==> config.mk <==
export PLATFORM = sky130hd
export DESIGN_NAME = crmode_mgr
export DESIGN_NICKNAME = d
export VERILOG_FILES = /design/src/rtl/crmode_pkg.sv /design/src/rtl/crm_mode_ctl.sv /design/src/rtl/crm_state_regs.sv /design/src/rtl/crm_flush_cls.sv /design/src/rtl/crmode_mgr.sv
export SDC_FILE = /design/constraint.sdc
export NUM_CORES = 1
export LEC_CHECK = 0
export BUFFER_PORTS_ARGS = -buffer_cell sky130_fd_sc_hd__buf_2
export CORE_MARGIN = 2
export CORE_UTILIZATION = 45
export CTS_BUF_LIST = sky130_fd_sc_hd__clkbuf_4 sky130_fd_sc_hd__clkbuf_8
export CTS_CLUSTER_SIZE = 25
export DETAILED_ROUTE_END_ITERATION = 8
export GPL_TIMING_DRIVEN = 0
export PLACE_DENSITY = 0.81
export SLEW_MARGIN = 10
export SYNTH_ARGS = -nofsm -noshare
export SYNTH_HDL_FRONTEND = slang
export SYNTH_SLANG_ARGS = --single-unit
==> constraint.sdc <==
create_clock -name clk -period 4.3 [get_ports clk]
set_input_delay 0.86 -clock clk [delete_from_list [all_inputs] [get_ports clk]]
set_output_delay 0.86 -clock clk [all_outputs]
set_load 0.1 [all_outputs]
==> src/rtl/crmode_pkg.sv <==
package crmode_pkg;
   typedef enum logic [1:0] {
      SEL_CR0  = 2'd0,
      SEL_CR3  = 2'd1,
      SEL_CR4  = 2'd2,
      SEL_EFER = 2'd3
   } crsel_e;

   // bit positions decoded by software and the rest of the core
   localparam int B_PE  = 0;
   localparam int B_MP  = 1;
   localparam int B_EM  = 2;
   localparam int B_TS  = 3;
   localparam int B_ET  = 4;
   localparam int B_WP  = 16;
   localparam int B_PG  = 31;
   localparam int B_PSE = 4;
   localparam int B_PAE = 5;
   localparam int B_PGE = 7;
   localparam int B_LME = 8;
   localparam int B_LMA = 10;
endpackage

==> src/rtl/crm_mode_ctl.sv <==
module crm_mode_ctl
   import crmode_pkg::*;
#(
   parameter bit LONG_MODE_EN = 1'b1
) (
   input  logic wr_cr0,
   input  logic new_pg,
   input  logic cur_pg,
   input  logic cur_lme,
   input  logic cur_lma,
   input  logic cur_pae,
   output logic cr0_accept,
   output logic lma_set,
   output logic lma_clr
);
   generate
      if (LONG_MODE_EN) begin : g_lm
         logic enter_req;
         assign enter_req  = wr_cr0 && !cur_pg && new_pg && cur_lme;
         assign lma_set    = enter_req && cur_pae;
         assign lma_clr    = wr_cr0 && cur_pg && !new_pg && cur_lma;
         assign cr0_accept = wr_cr0 && !(enter_req && !cur_pae);
      end else begin : g_nolm
         logic unused_lm;
         assign unused_lm  = ^{new_pg, cur_pg, cur_lme, cur_lma, cur_pae};
         assign lma_set    = 1'b0;
         assign lma_clr    = 1'b0;
         assign cr0_accept = wr_cr0;
      end
   endgenerate
endmodule

==> src/rtl/crm_state_regs.sv <==
module crm_state_regs
   import crmode_pkg::*;
#(
   parameter int DATA_W       = 64,
   parameter bit LONG_MODE_EN = 1'b1
) (
   input  logic              clk,
   input  logic              rst_n,
   input  logic              wr_en,
   input  logic [1:0]        wr_sel,
   input  logic [DATA_W-1:0] wr_data,
   input  logic              cr0_accept,
   input  logic              lma_set,
   input  logic              lma_clr,
   input  logic              cs64_wr,
   input  logic              cs64_val,
   output logic [DATA_W-1:0] cr0_q,
   output logic [DATA_W-1:0] cr3_q,
   output logic [DATA_W-1:0] cr4_q,
   output logic [DATA_W-1:0] efer_q,
   output logic              cs64_q
);
   localparam logic [DATA_W-1:0] ET_M    = DATA_W'(1) << B_ET;
   localparam logic [DATA_W-1:0] LMA_M   = DATA_W'(1) << B_LMA;
   localparam logic [DATA_W-1:0] CR0_RST = ET_M;

   logic [DATA_W-1:0] efer_wr_val;
   logic [DATA_W-1:0] efer_nx;
   logic              lma_now;

   assign lma_now     = efer_q[B_LMA];
   assign efer_wr_val = (wr_data & ~LMA_M) | (efer_q & LMA_M);

   always_comb begin
      efer_nx = efer_q;
      if (wr_en && crsel_e'(wr_sel) == SEL_EFER) efer_nx = efer_wr_val;
      if (lma_set) efer_nx = efer_nx | LMA_M;
      if (lma_clr) efer_nx = efer_nx & ~LMA_M;
   end

   always_ff @(posedge clk) begin
      if (!rst_n) begin
         cr0_q  <= CR0_RST;
         cr3_q  <= '0;
         cr4_q  <= '0;
         efer_q <= '0;
      end else begin
         if (cr0_accept) cr0_q <= wr_data | ET_M;
         if (wr_en && crsel_e'(wr_sel) == SEL_CR3) cr3_q <= wr_data;
         if (wr_en && crsel_e'(wr_sel) == SEL_CR4) cr4_q <= wr_data;
         efer_q <= efer_nx;
      end
   end

   generate
      if (LONG_MODE_EN) begin : g_cs
         always_ff @(posedge clk) begin
            if (!rst_n)                  cs64_q <= 1'b0;
            else if (lma_clr)            cs64_q <= 1'b0;
            else if (cs64_wr && lma_now) cs64_q <= cs64_val;
         end
      end else begin : g_nocs
         logic unused_cs;
         assign unused_cs = ^{cs64_wr, cs64_val, lma_now};
         assign cs64_q    = 1'b0;
      end
   endgenerate
endmodule

==> src/rtl/crm_flush_cls.sv <==
module crm_flush_cls
   import crmode_pkg::*;
#(
   parameter int DATA_W = 64
) (
   input  logic              clk,
   input  logic              rst_n,
   input  logic              wr_en,
   input  logic [1:0]        wr_sel,
   input  logic [DATA_W-1:0] wr_data,
   input  logic [DATA_W-1:0] cr0_q,
   input  logic [DATA_W-1:0] cr4_q,
   input  logic              lma_clr,
   output logic              flush_all,
   output logic              flush_keep_global,
   output logic              ip_trunc
);
   localparam logic [DATA_W-1:0] CR0_PAGING_M =
      (DATA_W'(1) << B_PG) | (DATA_W'(1) << B_WP) | (DATA_W'(1) << B_PE);
   localparam logic [DATA_W-1:0] CR4_PAGING_M =
      (DATA_W'(1) << B_PGE) | (DATA_W'(1) << B_PAE) | (DATA_W'(1) << B_PSE);

   logic cr0_hit, cr4_hit, cr3_hit;

   assign cr0_hit = wr_en && crsel_e'(wr_sel) == SEL_CR0 &&
                    ((wr_data ^ cr0_q) & CR0_PAGING_M) != '0;
   assign cr4_hit = wr_en && crsel_e'(wr_sel) == SEL_CR4 &&
                    ((wr_data ^ cr4_q) & CR4_PAGING_M) != '0;
   assign cr3_hit = wr_en && crsel_e'(wr_sel) == SEL_CR3 && cr0_q[B_PG];

   always_ff @(posedge clk) begin
      if (!rst_n) begin
         flush_all         <= 1'b0;
         flush_keep_global <= 1'b0;
         ip_trunc          <= 1'b0;
      end else begin
         flush_all         <= cr0_hit || cr4_hit;
         flush_keep_global <= cr3_hit;
         ip_trunc          <= lma_clr;
      end
   end
endmodule

==> src/rtl/crmode_mgr.sv <==
module crmode_mgr
   import crmode_pkg::*;
#(
   parameter int DATA_W       = 64,
   parameter bit LONG_MODE_EN = 1'b1
) (
   input  logic              clk,
   input  logic              rst_n,
   input  logic              wr_en,
   input  logic [1:0]        wr_sel,
   input  logic [DATA_W-1:0] wr_data,
   input  logic              cs64_wr,
   input  logic              cs64_val,
   output logic [DATA_W-1:0] cr0_o,
   output logic [DATA_W-1:0] cr3_o,
   output logic [DATA_W-1:0] cr4_o,
   output logic [DATA_W-1:0] efer_o,
   output logic              pe_o,
   output logic              mp_o,
   output logic              em_o,
   output logic              ts_o,
   output logic              lma_o,
   output logic              cs64_o,
   output logic              flush_all_o,
   output logic              flush_keep_global_o,
   output logic              ip_trunc_o
);
   generate
      if (DATA_W < 32) begin : g_bad_w
         $error("crmode_mgr: DATA_W must be at least 32");
      end
   endgenerate

   logic cr0_accept, lma_set, lma_clr, wr_cr0;

   assign wr_cr0 = wr_en && crsel_e'(wr_sel) == SEL_CR0;

   crm_mode_ctl #(.LONG_MODE_EN(LONG_MODE_EN)) u_mode (
      .wr_cr0    (wr_cr0),
      .new_pg    (wr_data[B_PG]),
      .cur_pg    (cr0_o[B_PG]),
      .cur_lme   (efer_o[B_LME]),
      .cur_lma   (efer_o[B_LMA]),
      .cur_pae   (cr4_o[B_PAE]),
      .cr0_accept(cr0_accept),
      .lma_set   (lma_set),
      .lma_clr   (lma_clr)
   );

   crm_state_regs #(.DATA_W(DATA_W), .LONG_MODE_EN(LONG_MODE_EN)) u_regs (
      .clk       (clk),
      .rst_n     (rst_n),
      .wr_en     (wr_en),
      .wr_sel    (wr_sel),
      .wr_data   (wr_data),
      .cr0_accept(cr0_accept),
      .lma_set   (lma_set),
      .lma_clr   (lma_clr),
      .cs64_wr   (cs64_wr),
      .cs64_val  (cs64_val),
      .cr0_q     (cr0_o),
      .cr3_q     (cr3_o),
      .cr4_q     (cr4_o),
      .efer_q    (efer_o),
      .cs64_q    (cs64_o)
   );

   crm_flush_cls #(.DATA_W(DATA_W)) u_flush (
      .clk              (clk),
      .rst_n            (rst_n),
      .wr_en            (wr_en),
      .wr_sel           (wr_sel),
      .wr_data          (wr_data),
      .cr0_q            (cr0_o),
      .cr4_q            (cr4_o),
      .lma_clr          (lma_clr),
      .flush_all        (flush_all_o),
      .flush_keep_global(flush_keep_global_o),
      .ip_trunc         (ip_trunc_o)
   );

   assign pe_o  = cr0_o[B_PE];
   assign mp_o  = cr0_o[B_MP];
   assign em_o  = cr0_o[B_EM];
   assign ts_o  = cr0_o[B_TS];
   assign lma_o = efer_o[B_LMA];
endmodule

==> results.sh, run 1 <==
export IMPL_post_route_wl_mm=31.9
export IMPL_clock_sinks=259
export IMPL_synthCells=1145
export IMPL_sequentialPowerShare=0.436
export IMPL_detailedPlacementHpwl_mm=23.4
export IMPL_fmax_mhz=390
export IMPL_layout_worst_path_cycle_share=0.596
export IMPL_final_max_slew_viol_count=0
export IMPL_die_h_um=152
export IMPL_wl_per_cell_um=17.5
export IMPL_grt_pass1_wl_mm=47.2
export IMPL_ctsHtreeMaxLevel=2
export IMPL_grtUsageTotal=0.267
export IMPL_maxCapViolations=0
export IMPL_power_static_leakage_nw=5.58
export IMPL_post_route_cells_drive_above_1_share=0.273
export IMPL_num_antenna_cells=0
export IMPL_globalRoute_totalOverflow=0
export IMPL_setup_violations=0
export IMPL_power_switching_mw=1.85
export IMPL_max_slew_margin_rel=0.406
export IMPL_start_util=0.454
export IMPL_die_width_um=152
export IMPL_final_nets=1592
export IMPL_power_switching_share=0.319
export IMPL_finalPower_mw=5.79
export IMPL_route_detailed_vias_per_inst=5.05
export IMPL_postCtsResizedCells=0
export IMPL_die_area_um2=23000
export IMPL_area_delta_synth_final_pct=29.5
export IMPL_timing_worst_slew_pin_value_ns=0.891
export IMPL_cpPeakStageDelay_ns=0.58
export IMPL_placement_io_buffers=332
export IMPL_clock_power_share=0.387
export IMPL_synth_top_area_share=0.528
export IMPL_core_area_um2=21600
export IMPL_worst_hold_path_type="reg2reg"
export IMPL_cp_cell_sequence="buf_4 > buf_2"
export IMPL_routed_via_count=9232
export IMPL_period_minus_slack_ns=2.56
export IMPL_clk_pin_slew_ns=0.06
export IMPL_power_frac_comb=0.178
export IMPL_synth_distinct_cells=25
export IMPL_floorplan_rows=54
export IMPL_cp_max_fo=8
export IMPL_synthesis_nets=1216
export IMPL_synth_top_cell_by_area="dfxtp_1"
export IMPL_route_antenna_remaining_nets=0
export IMPL_synth_area_leaders="dfxtp_1 53%, nand2_1 19%, a21boi_0 15%, mux2i_1 6.4%, clkbuf_1 2.6%"
export IMPL_vdd_drop_max_mv=0.301
export IMPL_drc_errors=0
export IMPL_arrival_ns=1.70
export IMPL_holdWs_ns=0.456
export IMPL_internal_power_mw=3.94
export IMPL_synth_sequential_area_ratio=0.528
export IMPL_fin_setup_tns_ns=0
export IMPL_fin_skew_ns=0.0166
export IMPL_detailedRoute_firstPassIterationCount=4
export IMPL_fillerInstances=1960
export IMPL_number_of_warnings_reported_in_the_yosys_synthesis_log=0
export IMPL_cp_num_buf_inv=2
export IMPL_avgSynthCellArea_um2=8.58
export IMPL_clk_insertion_delay_late_ns=0.53
export IMPL_crit_slowest_cell="dfxtp_1"
export IMPL_cts_setup_buffers=0
export IMPL_grt_pass1_vias=8735
export IMPL_ioPinCount=336
export IMPL_antenna_found_initial=0
export IMPL_drt_iter0_drc=323
export IMPL_tritoncts_clock_tree="done"
export IMPL_type_of_element_launching_the_critical_path="flop"
export IMPL_ys_ff_latch=259
export IMPL_timing_setup_critical_path_class="reg2out"
export IMPL_clock_tree_buffer_depth=3
export IMPL_largest_net_degree_at_the_start_of_global_routing=11
export IMPL_root_buffer="clkbuf_8"
export IMPL_cts_buffers=42
export IMPL_crit_path_capture_type="output pin"
export IMPL_syn_area_um2=9820
export IMPL_power_per_cell_area_nw_per_um2=455
export IMPL_critPathTopFamily="buffers and inverters"
export IMPL_outcome="completed"
export IMPL_report_final_hold_viol_count=0
export IMPL_unrepaired_setup_endpoints_after_global_routing="no"
export IMPL_critical_path_required_time_ns=3.44
export IMPL_gp_congestion=0.858
export IMPL_hold_buffers=0
[cells in the mapped netlist]
master	n
a21boi_0	192
a21boi_1	1
a21oi_1	1
a31oi_1	2
and3_1	3
and3b_1	2
buf_1	7
buf_2	2
buf_4	9
buf_6	7
clkbuf_1	69
conb_1	1
dfxtp_1	259
mux2i_1	63
nand2_1	508
nand2b_1	1
nand3_1	1
nand3b_1	3
nor2_1	2
o21a_1	1
o21ai_0	2
o21ba_4	1
or3b_4	1
or4b_1	1
xnor2_1	6
[stage by stage]
step / util / std cells / area [um2] / setup slack, ns
after detailed placement: 0.547 / 1757 / 11800 / 1.48
after CTS: 0.588 / 1828 / 12700 / 1.72
after floorplan: - / 1145 / 9820 / 2.01
after global placement: 0.547 / 1757 / 11800 / 1.52
after global routing: 0.588 / 1828 / 12700 / 1.70
final: 0.588 / 1828 / 12700 / 1.74
[routing by layer]
layer  vias up  GRT usage  share of wire
li1       4416          -              -
met1      4308      0.308           0.39
met2       410      0.449           0.47
met3        98     0.0898           0.10
met4         0      0.119          0.040
met5         -          0              0
[registers in the layout (all words and copies together), names as in the netlist]
name and count:
u_flush.ip_trunc 1, u_regs.cr0_q 63, u_flush.flush_all 1, u_regs.cr4_q 64, u_regs.cs64_q 1, u_regs.cr3_q 64, u_flush.flush_keep_global 1, u_regs.efer_q 64
[placed cells by master (no fill, tap or decap), drive strengths merged]
cell type and instances:
a21boi 193, a21oi 1, a31oi 2, and3 3, and3b 2, buf 357
bufinv 1, clkbuf 135, clkinv 3, clkinvlp 1, conb 1, dfxtp 259
mux2i 63, nand2 508, nand2b 1, nand3 1, nand3b 3, nor2 2
o21a 1, o21ai 2, o21ba 1, or3b 1, or4b 1, xnor2 6
[power groups by stage]
stage / Combinational (mW) / Clock, mW / Sequential [mW]
6_report: 1.03 / 2.24 / 2.52
5_1_grt: 1.08 / 2.37 / 2.53
4_1_cts: 1.03 / 2.27 / 2.52
3_5_place_dp: 1.03 / 0 / 2.57
3_3_place_gp: 1.02 / 0 / 2.57
2_1_floorplan: 0.226 / 0 / 3.14
[worst min-delay path: cells and delay by family, from the launching register on]
kind	cells	cell delay, ns
simple gates	1	0.05
flops	1	0.31
mux	1	0.05
[cell type report]
cell class | count | area, um2 | share of cell area
Sequential cell | 259 | 5180 | 0.408
Multi-Input combinational cell | 792 | 4190 | 0.330
Timing Repair Buffer | 332 | 1660 | 0.131
Clock buffer | 66 | 833 | 0.0655
Buffer | 94 | 442 | 0.0347
Tap cell | 280 | 350 | 0.0275
Clock inverter | 5 | 52.6 | 0.00413
[path summary, 6_finish.rpt]
check	startpoint	endpoint	slack, ns	cells after the start
setup / recovery	u_regs.efer_q[10]	efer_o[10]	1.74	2
hold / removal	u_regs.cr0_q[29]	u_regs.cr0_q[29]	0.46	2
setup reg to reg	u_regs.cr0_q[31]	u_regs.cr0_q[5]	2.86	5
hold reg to reg	u_regs.cr0_q[29]	u_regs.cr0_q[29]	0.46	2
[kinds of logic (layout without fill, tap and decap cells)]
kind of cell | count (synthesis) | after routing | synth area share
simple gates | 522 | 522 | 0.204
mux | 63 | 63 | 0.0642
buf+inv | 94 | 497 | 0.0450
other cells | 1 | 1 | 0.000382
flops | 259 | 259 | 0.528
compound gates | 200 | 200 | 0.153
xor+xnor | 6 | 6 | 0.00535
Note: power is estimated with default switching activity, not from simulation.
==> inputs of run 2 (changes only) <==
--- a/config.mk
+++ b/config.mk
@@ -12,7 +12,7 @@
 export CTS_CLUSTER_SIZE = 25
 export DETAILED_ROUTE_END_ITERATION = 8
 export GPL_TIMING_DRIVEN = 0
-export PLACE_DENSITY = 0.81
+export PLACE_DENSITY = 0.84
 export SLEW_MARGIN = 10
 export SYNTH_ARGS = -nofsm -noshare
 export SYNTH_HDL_FRONTEND = slang
==> constraint.sdc (replaced) <==
create_clock -name clk -period 2.1 [get_ports clk]
set_input_delay 0.42 -clock clk [delete_from_list [all_inputs] [get_ports clk]]
set_output_delay 0.42 -clock clk [all_outputs]
set_load 0.1 [all_outputs]
==> results.sh, run 2 (synthesis results as in run 1) <==
export IMPL_largest_net_degree_at_the_start_of_global_routing=11
export IMPL_route_antenna_remaining_nets=0
export IMPL_reg2reg_depth=5
export IMPL_maxCapViolations=0
export IMPL_start_util=0.454
export IMPL_fin_skew_ns=0.0118
export IMPL_clock_power_share=0.389
export IMPL_cp_cell_sequence="buf_4 > buf_2"
export IMPL_antenna_found_initial=0
export IMPL_clock_tree_buffer_depth=3
export IMPL_grt_pass1_vias=9029
export IMPL_post_route_wl_mm=32.2
export IMPL_sequentialPowerShare=0.434
export IMPL_cts_buffers=43
export IMPL_gp_congestion=0.857
export IMPL_max_slew_margin_rel=0.404
export IMPL_unrepaired_setup_endpoints_after_global_routing="no"
export IMPL_postCtsResizedCells=0
export IMPL_hold_buffers=0
export IMPL_clk_pin_slew_ns=0.06
export IMPL_power_static_leakage_nw=5.59
export IMPL_critical_path_required_time_ns=1.68
export IMPL_die_area_um2=23000
export IMPL_root_buffer="clkbuf_8"
export IMPL_wl_per_cell_um=17.6
export IMPL_power_per_cell_area_nw_per_um2=935
export IMPL_cp_num_buf_inv=2
export IMPL_fillerInstances=1914
export IMPL_route_detailed_vias_per_inst=5.10
export IMPL_floorplan_rows=54
export IMPL_worstSetupPathDepth=2
export IMPL_clk_insertion_delay_late_ns=0.52
export IMPL_drc_errors=0
export IMPL_setup_violations=0
export IMPL_critPathTopFamily="buffers and inverters"
export IMPL_mostFrequentLayoutCells="508 x nand2_1, 333 x buf_2, 259 x dfxtp_1, 192 x a21boi_0, 69 x clkbuf_1"
export IMPL_crit_slowest_cell="dfxtp_1"
export IMPL_power_switching_mw=3.78
export IMPL_die_h_um=152
export IMPL_final_nets=1593
export IMPL_die_width_um=152
export IMPL_holdWs_ns=0.180
export IMPL_cpPeakStageDelay_ns=0.44
export IMPL_power_switching_share=0.318
export IMPL_grt_pass1_wl_mm=47.4
export IMPL_largest_registers="u_regs.cr3_q: 64 flops, u_regs.cr4_q: 64 flops, u_regs.efer_q: 64 flops"
export IMPL_power_frac_comb=0.177
export IMPL_detailedPlacementHpwl_mm=23.9
export IMPL_fmax_mhz=509
export IMPL_ctsHtreeMaxLevel=2
export IMPL_grtUsageTotal=0.265
export IMPL_timing_setup_critical_path_class="reg2out"
export IMPL_num_antenna_cells=0
export IMPL_tritoncts_clock_tree="done"
export IMPL_cp_max_fo=5
export IMPL_internal_power_mw=8.13
export IMPL_globalRoute_totalOverflow=0
export IMPL_period_minus_slack_ns=1.96
export IMPL_arrival_ns=1.54
export IMPL_outcome="completed"
export IMPL_layout_worst_path_cycle_share=0.935
export IMPL_final_max_slew_viol_count=0
export IMPL_post_route_cells_drive_above_1_share=0.274
export IMPL_cts_setup_buffers=0
export IMPL_fin_setup_tns_ns=0
export IMPL_vdd_drop_max_mv=0.655
export IMPL_whs_path_depth=3
export IMPL_clock_sinks=259
export IMPL_type_of_element_launching_the_critical_path="flop"
export IMPL_placement_io_buffers=332
export IMPL_area_delta_synth_final_pct=29.7
export IMPL_core_area_um2=21600
export IMPL_routed_via_count=9325
export IMPL_ioPinCount=336
export IMPL_timing_worst_slew_pin_value_ns=0.894
export IMPL_detailedRoute_firstPassIterationCount=4
export IMPL_drt_iter0_drc=418
export IMPL_layout_commonest_cell="nand2_1"
export IMPL_worst_hold_path_type="in2reg"
export IMPL_report_final_hold_viol_count=0
export IMPL_finalPower_mw=11.9
export IMPL_crit_path_capture_type="output pin"
-- run 2: cell types whose count changed in the layout (fill, tap and decap cells not counted) --
cell / before / now
buf_2: 334 / 333
clkbuf_4: 12 / 16
clkinvlp_4: 1 / 0
-- run 2: cell type report --
type,count,area (um2),share of cell area
tap,280,350,0.0275
sequential,259,5180,0.407
buffer,94,442,0.0347
clock inverter,4,45.0,0.00354
timing repair buffer,332,1660,0.131
clock buffer,69,856,0.0672
multi-input combinational,792,4190,0.329
-- run 2: path summary, 6_finish.rpt --
kind | endpoint | start | slack [ns]
min reg2reg | u_regs.cr0_q[63] | u_regs.cr0_q[63] | 0.46
max reg2reg | u_regs.cr0_q[25] | u_regs.cr0_q[31] | 0.62
min | u_regs.cr3_q[13] | wr_data[13] | 0.18
max | cr0_o[31] | u_regs.cr0_q[31] | 0.14
-- run 2: power groups by stage --
stage / Combinational (mW) / Clock [mW] / Sequential (mW)
2_1_floorplan: 0.464 / 0 / 6.42
3_3_place_gp: 2.09 / 0 / 5.26
3_5_place_dp: 2.11 / 0 / 5.27
4_1_cts: 2.11 / 4.69 / 5.17
5_1_grt: 2.20 / 4.91 / 5.18
6_report: 2.11 / 4.63 / 5.17
-- run 2: per-stage QoR --
step	area [um2]	setup slack, ns	utilization	instances
after global routing	12700	0.0846	0.589	1830
final	12700	0.136	0.589	1830
after global placement	11800	-0.138	0.547	1757
after CTS	12700	0.0390	0.589	1830
after detailed placement	11800	-0.207	0.547	1757
after floorplan	9820	0.249	-	1145
-- run 2: worst min-delay path: stages --
cell      delay [ns]
buf_2           0.12
nand2_1         0.05
a21boi_0        0.06
-- run 2: metal layers --
| layer | routed length [um] | GRT usage |
|---|---|---|
| met4 | 854 | 0.0986 |
| met1 | 12800 | 0.304 |
| met5 | 0 | 0 |
| met2 | 15500 | 0.466 |
| met3 | 2950 | 0.0796 |
